`src/rtl/ddr_gb_pkg.sv`:
```
package ddr_gb_pkg;

    localparam int WPB_W = 3;

    typedef enum logic [2:0] {
        RS_IDLE = 3'd0,
        RS_PRE  = 3'd1,
        RS_B0   = 3'd2,
        RS_B1   = 3'd3,
        RS_POST = 3'd4
    } rd_state_e;

    typedef struct packed {
        logic hi;
        logic lo;
    } beat_mask_t;

    // core words per burst for a burst-length code
    function automatic logic [WPB_W-1:0] words_per_burst(input logic [1:0] sel);
        case (sel)
            2'd0:    return 3'd1;
            2'd1:    return 3'd2;
            default: return 3'd4;
        endcase
    endfunction

endpackage

```
`src/rtl/ddr_gb_wr_lane.sv`:
```
module ddr_gb_wr_lane
    import ddr_gb_pkg::*;
#(
    parameter int GW = 8
) (
    input  logic                clk,
    input  logic                rst,
    input  logic                win,
    input  logic [WPB_W-1:0]    wpb,
    input  logic [GW-1:0]       dq,
    input  logic                dm,
    input  logic                dqs,
    output logic [2*GW-1:0]     out_d,
    output beat_mask_t          out_m,
    output logic                vld,
    output logic                last
);

    localparam logic [WPB_W-1:0] ONE = WPB_W'(1);

    logic              dqs_q;
    logic              have_lo;
    logic [GW-1:0]     lo_d, hi_d;
    logic              lo_m, hi_m;
    logic              p1, p2, last1, last2;
    logic [2*GW-1:0]   asm_d;
    beat_mask_t        asm_m;
    logic [WPB_W-1:0]  cnt;
    logic              rise, fall, cnt_end;

    assign rise    = dqs && !dqs_q;
    assign fall    = !dqs && dqs_q && have_lo;
    assign cnt_end = (cnt == wpb - ONE);

    // capture stage: one beat per strobe transition
    always_ff @(posedge clk) begin
        if (rst) begin
            dqs_q   <= 1'b0;
            have_lo <= 1'b0;
            lo_d    <= '0;
            hi_d    <= '0;
            lo_m    <= 1'b0;
            hi_m    <= 1'b0;
            p1      <= 1'b0;
            last1   <= 1'b0;
            cnt     <= '0;
        end else begin
            dqs_q <= dqs;
            p1    <= 1'b0;
            if (!win) begin
                have_lo <= 1'b0;
                cnt     <= '0;
            end else if (rise) begin
                lo_d    <= dq;
                lo_m    <= dm;
                have_lo <= 1'b1;
            end else if (fall) begin
                hi_d    <= dq;
                hi_m    <= dm;
                have_lo <= 1'b0;
                p1      <= 1'b1;
                last1   <= cnt_end;
                cnt     <= cnt_end ? '0 : cnt + ONE;
            end
        end
    end

    // assembly and output stages (core-clock alignment)
    always_ff @(posedge clk) begin
        if (rst) begin
            p2    <= 1'b0;
            asm_d <= '0;
            asm_m <= '0;
            last2 <= 1'b0;
            vld   <= 1'b0;
            out_d <= '0;
            out_m <= '0;
            last  <= 1'b0;
        end else begin
            p2 <= p1;
            if (p1) begin
                asm_d    <= {hi_d, lo_d};
                asm_m.hi <= hi_m;
                asm_m.lo <= lo_m;
                last2    <= last1;
            end
            vld <= p2;
            if (p2) begin
                out_d <= asm_d;
                out_m <= asm_m;
                last  <= last2;
            end
        end
    end

    AST_WR_VLD_PULSE: assert property (@(posedge clk) disable iff (rst)
        vld |=> !vld);

    AST_WR_NEEDS_WINDOW: assert property (@(posedge clk) disable iff (rst)
        vld |-> $past(win, 3));

endmodule

```
`src/rtl/ddr_gb_rd_serdes.sv`:
```
module ddr_gb_rd_serdes
    import ddr_gb_pkg::*;
#(
    parameter int W = 16
) (
    input  logic              clk,
    input  logic              rst,
    input  logic [1:0]        bl_sel,
    input  logic [2*W-1:0]    rd_data,
    input  logic              rd_valid,
    output logic              rd_ack,
    output logic [W-1:0]      dq_out,
    output logic              dq_oe,
    output logic              dqs_out,
    output logic              dqs_oe
);

    localparam logic [WPB_W-1:0] ONE = WPB_W'(1);

    rd_state_e         st;
    logic [2*W-1:0]    word_q;
    logic [WPB_W-1:0]  wcnt, wpb_q;
    logic              last_w;

    assign last_w = (wcnt == wpb_q - ONE);

    always_ff @(posedge clk) begin
        if (rst) begin
            st     <= RS_IDLE;
            word_q <= '0;
            wcnt   <= '0;
            wpb_q  <= ONE;
        end else begin
            unique case (st)
                RS_IDLE: if (rd_valid) begin
                    word_q <= rd_data;
                    wpb_q  <= words_per_burst(bl_sel);
                    wcnt   <= '0;
                    st     <= RS_PRE;
                end
                RS_PRE:  st <= RS_B0;
                RS_B0:   st <= RS_B1;
                RS_B1: if (last_w) begin
                    st <= RS_POST;
                end else begin
                    word_q <= rd_data;
                    wcnt   <= wcnt + ONE;
                    st     <= RS_B0;
                end
                RS_POST: st <= RS_IDLE;
                default: st <= RS_IDLE;
            endcase
        end
    end

    always_comb begin
        rd_ack  = ((st == RS_IDLE) && rd_valid) || ((st == RS_B1) && !last_w);
        dq_oe   = (st == RS_B0) || (st == RS_B1);
        dqs_oe  = (st != RS_IDLE);
        dqs_out = (st == RS_B0);
        dq_out  = (st == RS_B1) ? word_q[2*W-1:W] : word_q[W-1:0];
    end

    AST_RD_DQ_NEEDS_DQS: assert property (@(posedge clk) disable iff (rst)
        dq_oe |-> dqs_oe);

    AST_RD_PREAMBLE: assert property (@(posedge clk) disable iff (rst)
        $rose(dqs_oe) |-> (!dqs_out && !dq_oe));

    AST_RD_POSTAMBLE: assert property (@(posedge clk) disable iff (rst)
        $fell(dq_oe) |-> (dqs_oe && !dqs_out));

    AST_RD_EDGE_PER_BEAT: assert property (@(posedge clk) disable iff (rst)
        (dq_oe && $past(dq_oe)) |-> (dqs_out != $past(dqs_out)));

endmodule

```
`src/rtl/ddr_prefetch_gearbox.sv`:
```
module ddr_prefetch_gearbox
    import ddr_gb_pkg::*;
#(
    parameter int LANE_W = 16,
    localparam int NBYTE = (LANE_W + 7) / 8,
    localparam int GW    = LANE_W / NBYTE
) (
    input  logic                  clk,
    input  logic                  rst,
    input  logic [1:0]            bl_sel,
    input  logic                  wr_window,
    input  logic [LANE_W-1:0]     pin_dq_in,
    input  logic [NBYTE-1:0]      pin_dm_in,
    input  logic [NBYTE-1:0]      pin_dqs_in,
    output logic [2*LANE_W-1:0]   core_wr_data,
    output logic [2*NBYTE-1:0]    core_wr_mask,
    output logic [NBYTE-1:0]      core_wr_vld,
    output logic [NBYTE-1:0]      core_wr_last,
    input  logic [2*LANE_W-1:0]   core_rd_data,
    input  logic                  core_rd_valid,
    output logic                  core_rd_ack,
    output logic [LANE_W-1:0]     pin_dq_out,
    output logic                  pin_dq_oe,
    output logic [NBYTE-1:0]      pin_dqs_out,
    output logic [NBYTE-1:0]      pin_dqs_oe
);

    logic [WPB_W-1:0] wpb;
    logic             rd_dqs, rd_dqs_oe;

    assign wpb = words_per_burst(bl_sel);

    for (genvar g = 0; g < NBYTE; g++) begin : g_lane
        logic [2*GW-1:0] d;
        beat_mask_t      m;

        ddr_gb_wr_lane #(.GW(GW)) u_lane (
            .clk   (clk),
            .rst   (rst),
            .win   (wr_window),
            .wpb   (wpb),
            .dq    (pin_dq_in[g*GW +: GW]),
            .dm    (pin_dm_in[g]),
            .dqs   (pin_dqs_in[g]),
            .out_d (d),
            .out_m (m),
            .vld   (core_wr_vld[g]),
            .last  (core_wr_last[g])
        );

        assign core_wr_data[g*GW +: GW]          = d[GW-1:0];
        assign core_wr_data[LANE_W + g*GW +: GW] = d[2*GW-1:GW];
        assign core_wr_mask[g]                   = m.lo;
        assign core_wr_mask[NBYTE + g]           = m.hi;
    end

    ddr_gb_rd_serdes #(.W(LANE_W)) u_rd (
        .clk      (clk),
        .rst      (rst),
        .bl_sel   (bl_sel),
        .rd_data  (core_rd_data),
        .rd_valid (core_rd_valid),
        .rd_ack   (core_rd_ack),
        .dq_out   (pin_dq_out),
        .dq_oe    (pin_dq_oe),
        .dqs_out  (rd_dqs),
        .dqs_oe   (rd_dqs_oe)
    );

    assign pin_dqs_out = {NBYTE{rd_dqs}};
    assign pin_dqs_oe  = {NBYTE{rd_dqs_oe}};

endmodule

```
`config.mk`:
```
export PLATFORM = sky130hd
export DESIGN_NAME = ddr_prefetch_gearbox
export DESIGN_NICKNAME = d
export VERILOG_FILES = /design/src/rtl/ddr_gb_pkg.sv /design/src/rtl/ddr_gb_wr_lane.sv /design/src/rtl/ddr_gb_rd_serdes.sv /design/src/rtl/ddr_prefetch_gearbox.sv
export SDC_FILE = /design/constraint.sdc
export NUM_CORES = 1
export LEC_CHECK = 0
export BUFFER_PORTS_ARGS = -buffer_cell sky130_fd_sc_hd__buf_2
export CAP_MARGIN = 20
export CORE_AREA = 2 2 135 137
export CTS_BUF_LIST = sky130_fd_sc_hd__clkbuf_8
export CTS_CLUSTER_SIZE = 8
export DETAILED_ROUTE_END_ITERATION = 12
export DIE_AREA = 0 0 137 139
export GPL_ROUTABILITY_DRIVEN = 0
export HOLD_SLACK_MARGIN = 0.06
export PLACE_DENSITY = 0.6
export SLEW_MARGIN = 0
export SYNTH_ARGS = -nofsm -noshare
export SYNTH_HDL_FRONTEND = slang
export SYNTH_SLANG_ARGS = --single-unit
```
`constraint.sdc`:
```
create_clock -name clk -period 1.86 [get_ports clk]
set_input_delay 0.186 -clock clk [delete_from_list [all_inputs] [get_ports clk]]
set_output_delay 0.186 -clock clk [all_outputs]
set_load 0.005 [all_outputs]
```
==> results of run 1 <==
-- cells by family (layout without fill, tap and decap cells) --
kind of cell	count (synthesis)	count (layout)	share of synthesized area [%]
mux	129	129	19.3
buf+inv	58	236	4.48
xor+xnor	9	9	1.60
simple gates	309	309	19.0
flops	171	171	50.9
fa+ha+maj	6	6	1.12
compound gates	41	41	3.63
-- layer usage --
| layer | GRT usage, % | routed length (um) |
|---|---|---|
| met5 | 0 | 0 |
| met4 | 4.99 | 148 |
| met3 | 4.28 | 492 |
| met2 | 23.8 | 6640 |
| met1 | 20.4 | 6920 |
-- worst max-delay path by stage --
| stage | start | end |
|---|---|---|
| final | u_rd.wpb_q[0] | core_rd_ack |
| after global placement | bl_sel[0] | g_lane[1].u_lane.cnt[0] |
| after CTS | u_rd.wpb_q[0] | core_rd_ack |
| after global routing | u_rd.wpb_q[1] | core_rd_ack |
| after detailed placement | bl_sel[1] | g_lane[1].u_lane.cnt[1] |
| after floorplan | u_rd.wpb_q[0] | u_rd.wcnt[0] |
-- metrics by stage --
step	utilization (%)	setup TNS (ns)	hold WS (ns)	power, uW
4_1_cts	48.3	-0.0719	0.0795	7130
2_1_floorplan	-	0	0.314	4300
6_report	48.5	-0.0550	0.108	7040
5_1_grt	48.5	-0.843	0.124	7370
3_3_place_gp	42.7	0	0.434	4480
3_5_place_dp	42.7	0	0.434	4490
-- Yosys cell counts (2+ instances only) --
master / n / area share (%)
buf_1: 2 / 0.11
a21oi_1: 25 / 1.9
buf_4: 8 / 0.89
mux2i_1: 128 / 19
nand2_1: 167 / 9.3
xor2_1: 4 / 0.52
nor2_1: 101 / 5.6
nor3_1: 7 / 0.52
o21ai_0: 5 / 0.37
nor4_1: 2 / 0.19
xnor2_1: 3 / 0.39
dfxtp_1: 171 / 51
o211ai_1: 3 / 0.33
and2_1: 6 / 0.56
inv_1: 6 / 0.33
buf_12: 3 / 0.89
nand3b_1: 2 / 0.22
and3b_1: 2 / 0.26
nor2b_1: 9 / 0.84
nand2b_1: 2 / 0.19
clkbuf_1: 34 / 1.9
buf_2: 4 / 0.30
nand3_1: 3 / 0.22
ha_1: 6 / 1.1
-- final cells by class --
cell class	count	area [um2]	share of cell area, %
Inverter	7	26.3	0.307
Sequential cell	171	3430	40.1
Multi-Input combinational cell	494	3050	35.6
Timing Repair Buffer	197	1380	16.1
Clock inverter	15	155	1.81
Clock buffer	17	234	2.73
Tap cell	229	287	3.35
-- placed cells by master (no fill, tap or decap), types with 4 or more instances in the layout --
cell type,Yosys,routed
clkbuf_8,0,17
inv_6,0,5
inv_2,1,4
buf_2,4,117
nand2_1,167,165
dlygate4sd3_1,0,54
buf_4,8,20
clkinv_8,0,4
ha_1,6,5
mux2i_1,128,128
o21ai_0,5,5
buf_12,3,4
nor2_1,101,101
and2_1,6,4
a21oi_1,25,25
nor3_1,7,7
nor2b_1,9,9
dfxtp_1,171,167
-- worst max-delay path: cells and delay by family (launching register included) --
kind	cells	cell delay (ns)
DFF	1	0.34
adders and majority gates	1	0.28
buffers and inverters	3	0.22
xor gates and xnor gates	1	0.16
AOI/OAI and AO/OA	1	0.16
and+or+nand+nor	1	0.10
-- where the power goes --
part           total (uW)  switching (uW)  internal (uW)
Combinational         729             354            375
Clock                2510            1520            995
Sequential           3800            50.3           3750
Total                7040            1920           5120
-- flip-flops by register name, indices dropped and copies added, names as in the netlist, 3 cells and up --
signal / flops
g_lane.u_lane.asm_d: 32
g_lane.u_lane.out_d: 32
u_rd.word_q: 32
g_lane.u_lane.hi_d: 16
g_lane.u_lane.lo_d: 16
g_lane.u_lane.cnt: 6
g_lane.u_lane.asm_m: 4
g_lane.u_lane.out_m: 4
u_rd.st: 3
u_rd.wcnt: 3
u_rd.wpb_q: 3
-- repair_timing --
action                                  CTS  global route
gates resized for setup                  12             9
pin swaps                                 3             0
hold buffers                             54             0
endpoints found under the setup margin   18            18
hold endpoints to repair                 75             0
setup buffers                             3             0
==> key figures, run 1 <==
Route
  – Via-to-Cell Ratio: roughly 4.6
  – Routed WL per cell: between 10 and 15 um
  – Drt initial violations: 233
  – Drt total wl: approximately 14000 um
  – Post-route ant nets: 0
  – Via count: about 5200
  – Drt pass-1 iters: 4
  – DRC Markers: 0

GRT
  – First-pass GRT wire length: around 23000 um
  – Largest net degree at the start of global routing: just under 80
  – Global Route Usage Sum: ~15%
  – Total congestion overflow: 0
  – Antenna violations before repair: 0
  – Vias in the first global route: just under 5000

Worst setup path
  – CP Max Fanout: 2
  – FF-to-FF End: u_rd.word_q[13]
  – Crit start category: flip-flop
  – CP endpoint kind: primary output
  – R2R setup slack: around 0.09 ns
  – CP required: approximately 1.7 ns
  – Worst Path Arrival: roughly 1.7 ns
  – FF-to-FF Start: u_rd.wpb_q[0]
  – CP max stage cell: dfxtp_2
  – CP most frequent cell: inv_2
  – Worst path max stage delay: approximately 0.34 ns
  – Crit path kind: flip-flop to primary output
  – Worst reg-to-reg path cell count: 8
  – Crit path cell chain: inv_2 > ha_4 > xor2_4 > nand3_4 > a21oi_4 > inv_2 > buf_6

Layout
  – Finished Cell Area: roughly 8600 um2
  – NumNets Final: between 900 and 1000
  – Area Growth Syn to Fin: 27.2%
  – Diodes inserted: 0
  – Fill cells: 1659
  – Post-Layout Cell Count: about 1100
  – Layout cell share with drive strength beyond 1: around 22%

Pwr
  – Pwr Density: 823 nW/um2
  – Static Leak: about 0.0037 uW
  – Max IR drop VDD: 388 uV

CTS
  – CTS HTree Levels: 4
  – Worst-path clk slew: 0.10 ns
  – CTS tree: built
  – Later-pin clock latency in the skew report: between 0.4 and 0.5 ns
  – Clock Tree Buf Depth: 2
  – Clock buffer count from CTS: 17
  – Root Driver: clkbuf_8
  – Sink Count: between 150 and 200

Yosys
  – Sequential element share of the synthesized area: about half
  – Async set-or-reset flop fraction in the synthesized netlist: 0%
  – Synth Flop Type: dfxtp_1
  – Synth Cell Area: ~6700 um2
  – Post-synth EDFFs: 0
  – Seq cells post-synth: around 170
  – Post-synth cell types: between 40 and 50
  – Yosys warning total: 0
  – Syn Nets: 787
  – Syn_area_per_cell: a little over 9 um2
  – Cells after Synth: between 700 and 800

Place
  – DP Worst Slack: roughly 0.014 ns
  – Dpl cell area: between 7000 and 8000 um2
  – Number of port buffers: 119
  – Final HPWL from detailed placement: between 9000 and 10000 um
  – Placed instance count: between 1000 and 1500

Hold path
  – Worst hold start: bl_sel[0]
  – HP Class: input port to flip-flop
  – Worst Hold Path EP: u_rd.wpb_q[0]
  – Worst Hold Depth: 3

Floorplanning
  – Initial Utilization: a little under two fifths
  – # IOs: 120
  – Core area: between 15000 and 20000 um2
  – Die area: ~19000 um2
  – Die height: between 100 and 150 um
  – Die Width: approximately 140 um
  – # rows: 49

STA
  – Fin crit share: 103%
  – Clock period minus worst slack: 1.92 ns
  – Worst-margin pin slew: 0.476 ns
  – Worst clock skew: between 0.015 and 0.02 ns
  – Pins over their slew limit: 0
  – Hold Vio Cnt, Final: 0
  – Fmax: 522 MHz
  – RSZ-0062 raised after global routing: true
  – Count of final setup violators: 1
  – Worst rel slew slack: approximately two thirds
  – PnR worst setup slack: -0.0550 ns

Job
  – Max-cap violations: 0

Status
  – Violated checks: setup timing
  – Status: finished, violations left
Note: power is estimated with default switching activity, not from simulation.
==> run 2, diff against run 1 <==
--- a/config.mk
+++ b/config.mk
@@ -7,12 +7,13 @@
 export LEC_CHECK = 0
 export BUFFER_PORTS_ARGS = -buffer_cell sky130_fd_sc_hd__buf_2
 export CAP_MARGIN = 20
-export CORE_AREA = 2 2 135 137
+export CORE_AREA = 2 2 155 119
 export CTS_BUF_LIST = sky130_fd_sc_hd__clkbuf_8
 export CTS_CLUSTER_SIZE = 8
 export DETAILED_ROUTE_END_ITERATION = 12
-export DIE_AREA = 0 0 137 139
+export DIE_AREA = 0 0 157 121
 export GPL_ROUTABILITY_DRIVEN = 0
+export GPL_TIMING_DRIVEN = 0
 export HOLD_SLACK_MARGIN = 0.06
 export PLACE_DENSITY = 0.6
 export SLEW_MARGIN = 0
==> key figures, run 2 (synthesized netlist as in run 1, its figures left out) <==
Status
  – Status: finished, violations left
  – Violated checks: setup timing

Floorplanning
  – Die height: 121 um (-13%)
  – Die area: 19000 um2 (-0.24%)
  – # rows: 42 (-14%)
  – Die Width: 157 um (+15%)
  – # IOs: 120 (unchanged)
  – Core area: 17400 um2 (-1.5%)
  – Initial Utilization: 38.7% (+0.58 points)

Pwr
  – Pwr Density: 826 nW/um2 (+0.34%)
  – Max IR drop VDD: 363 uV (-6.4%)
  – Static Leak: 0.00376 uW (+1.4%)

STA
  – Count of final setup violators: 1 (unchanged)
  – Fin crit share: 101% (-2.2 points)
  – Pins over their slew limit: 0 (unchanged)
  – Worst rel slew slack: 42.7% (-26 points)
  – Worst clock skew: 0.0134 ns (-0.00597 ns)
  – PnR worst setup slack: -0.0144 ns (+0.0407 ns)
  – Hold Vio Cnt, Final: 0 (unchanged)
  – Clock period minus worst slack: 1.87 ns (-0.0407 ns)
  – RSZ-0062 raised after global routing: true
  – Worst-margin pin slew: 0.860 ns (+0.384 ns)
  – Hold WS: 0.143 ns (+0.0354 ns)
  – Fmax: 534 MHz (+2.2%)

Worst setup path
  – CP most frequent cell: inv_2
  – CP endpoint kind: primary output
  – Crit path cell chain: inv_2 > ha_4 > xor2_2 > nand3_4 > a21oi_4 > inv_2 > buf_6
  – Worst path max stage delay: 0.35 ns (about the same)
  – CP required: 1.67 ns (about the same)
  – Crit path kind: flip-flop to primary output
  – CP Max Fanout: 2 (unchanged)
  – CP max stage cell: dfxtp_2
  – Worst Path Arrival: 1.69 ns (-0.04 ns)
  – Crit start category: flip-flop

CTS
  – Later-pin clock latency in the skew report: 0.46 ns (about the same)
  – Clock buffer count from CTS: 17 (unchanged)
  – Root Driver: clkbuf_8
  – Clock Tree Buf Depth: 2 (unchanged)
  – CTS HTree Levels: 4 (unchanged)
  – Worst-path clk slew: 0.10 ns (about the same)
  – Sink Count: 171 (unchanged)
  – CTS tree: built

Job
  – Max-cap violations: 0 (unchanged)

Layout
  – Commonest non-fill, non-tap cells in the layout: dfxtp_1 (167), nand2_1 (166), mux2i_1 (128)
  – Most common cell after layout, fill and taps aside: dfxtp_1
  – Finished Cell Area: 8700 um2 (+1.7%)
  – Layout cell share with drive strength beyond 1: 21.0% (-0.88 points)
  – Area Growth Syn to Fin: 29.4%
  – Top flop regs: g_lane.u_lane.asm_d x32, g_lane.u_lane.out_d x32, u_rd.word_q x32
  – NumNets Final: 985 (+3.5%)
  – Diodes inserted: 0 (unchanged)

GRT
  – Vias in the first global route: 5215 (+6.7%)
  – Largest net degree at the start of global routing: 19 (-76%)
  – First-pass GRT wire length: 26400 um (+13%)
  – Antenna violations before repair: 0 (unchanged)
  – Global Route Usage Sum: 17.8% (+2.5 points)
  – Total congestion overflow: 0 (unchanged)

Route
  – Via-to-Cell Ratio: 4.57 (-0.96%)
  – Drt pass-1 iters: 4 (unchanged)
  – Post-route ant nets: 0 (unchanged)
  – Drt initial violations: 230 (-1.3%)
  – Drt total wl: 16300 um (+15%)
  – Routed WL per cell: 13.9 um (+11%)
  – Via count: 5373 (+3.1%)
  – DRC Markers: 0 (unchanged)

Place
  – Final HPWL from detailed placement: 11200 um (+24%)
  – Dpl cell area: 7630 um2 (+1.2%)
  – Number of port buffers: 119 (unchanged)

Hold path
  – HP Class: input port to flip-flop
-- run 2: changes by cell type in the layout (fill, tap and decap cells not counted), sizes merged --
| cell | before | now |
|---|---|---|
| buf | 143 | 142 |
| clkbuf | 17 | 53 |
| clkinv | 8 | 4 |
| clkinvlp | 1 | 2 |
| dlygate4sd3 | 54 | 53 |
| inv | 13 | 15 |
-- run 2: layout make-up --
| type | instances | area, um2 |
|---|---|---|
| inverter | 7 | 26.3 |
| clock inverter | 14 | 148 |
| clock buffer | 18 | 248 |
| multi-input combinational | 494 | 3040 |
| timing repair buffer | 180 | 1210 |
| buffer | 50 | 292 |
| tap | 242 | 303 |
| sequential | 171 | 3430 |
| fill | 1666 | 8690 |
-- run 2: timing repair --
action | 4_1_cts | 5_1_grt
hold endpoints to repair | 74 | 0
pin swaps | 2 | 1
setup endpoints to repair | 49 | 16
buffers inserted | 7 | 0
hold buffers | 53 | 0
cloned | 0 | 1
resized for setup | 19 | 7
-- run 2: layer usage --
| metal | share of wire (%) | global-route usage (%) |
|---|---|---|
| met2 | 41 | 26.3 |
| met1 | 53 | 25.5 |
| met5 | 0 | 0 |
| met3 | 4.3 | 3.93 |
| met4 | 1.7 | 6.54 |
-- run 2: final timing paths --
path | slack (ns) | startpoint | endpoint | cells after the start
hold / removal | 0.14 | wr_window | g_lane[0].u_lane.hi_d[7] | 4
hold reg to reg | 0.46 | u_rd.word_q[17] | u_rd.word_q[17] | 2
setup / recovery | -0.01 | u_rd.wpb_q[0] | core_rd_ack | 7
setup reg to reg | 0.11 | u_rd.wpb_q[0] | u_rd.word_q[21] | 8
-- run 2: critical path: cells and delay by family (launching register included) --
kind	cells	cell delay [ns]
XOR/XNOR	1	0.18
adder cells (fa/ha/maj)	1	0.26
buffers and inverters	3	0.22
AO/OA/AOI/OAI	1	0.15
flip-flops	1	0.35
AND/OR/NAND/NOR	1	0.10
-- run 2: stage by stage --
stage	worst slack (ns)	setup TNS, ns	util, %	instances	power, uW
after floorplan	0.0469	0	-	723	4300
after global placement	-0.148	-4.16	43.8	1084	4530
after detailed placement	-0.152	-4.69	43.8	1084	4530
after CTS	-0.0481	-0.0481	49.8	1176	7250
after global routing	-0.120	-0.501	50.0	1176	7520
final	-0.0144	-0.0144	50.0	1176	7190
-- run 2: power by group --
part	total [uW]	switching (uW)	internal, uW
Sequential	3810	52.9	3750
Combinational	784	387	397
Clock	2590	1550	1040
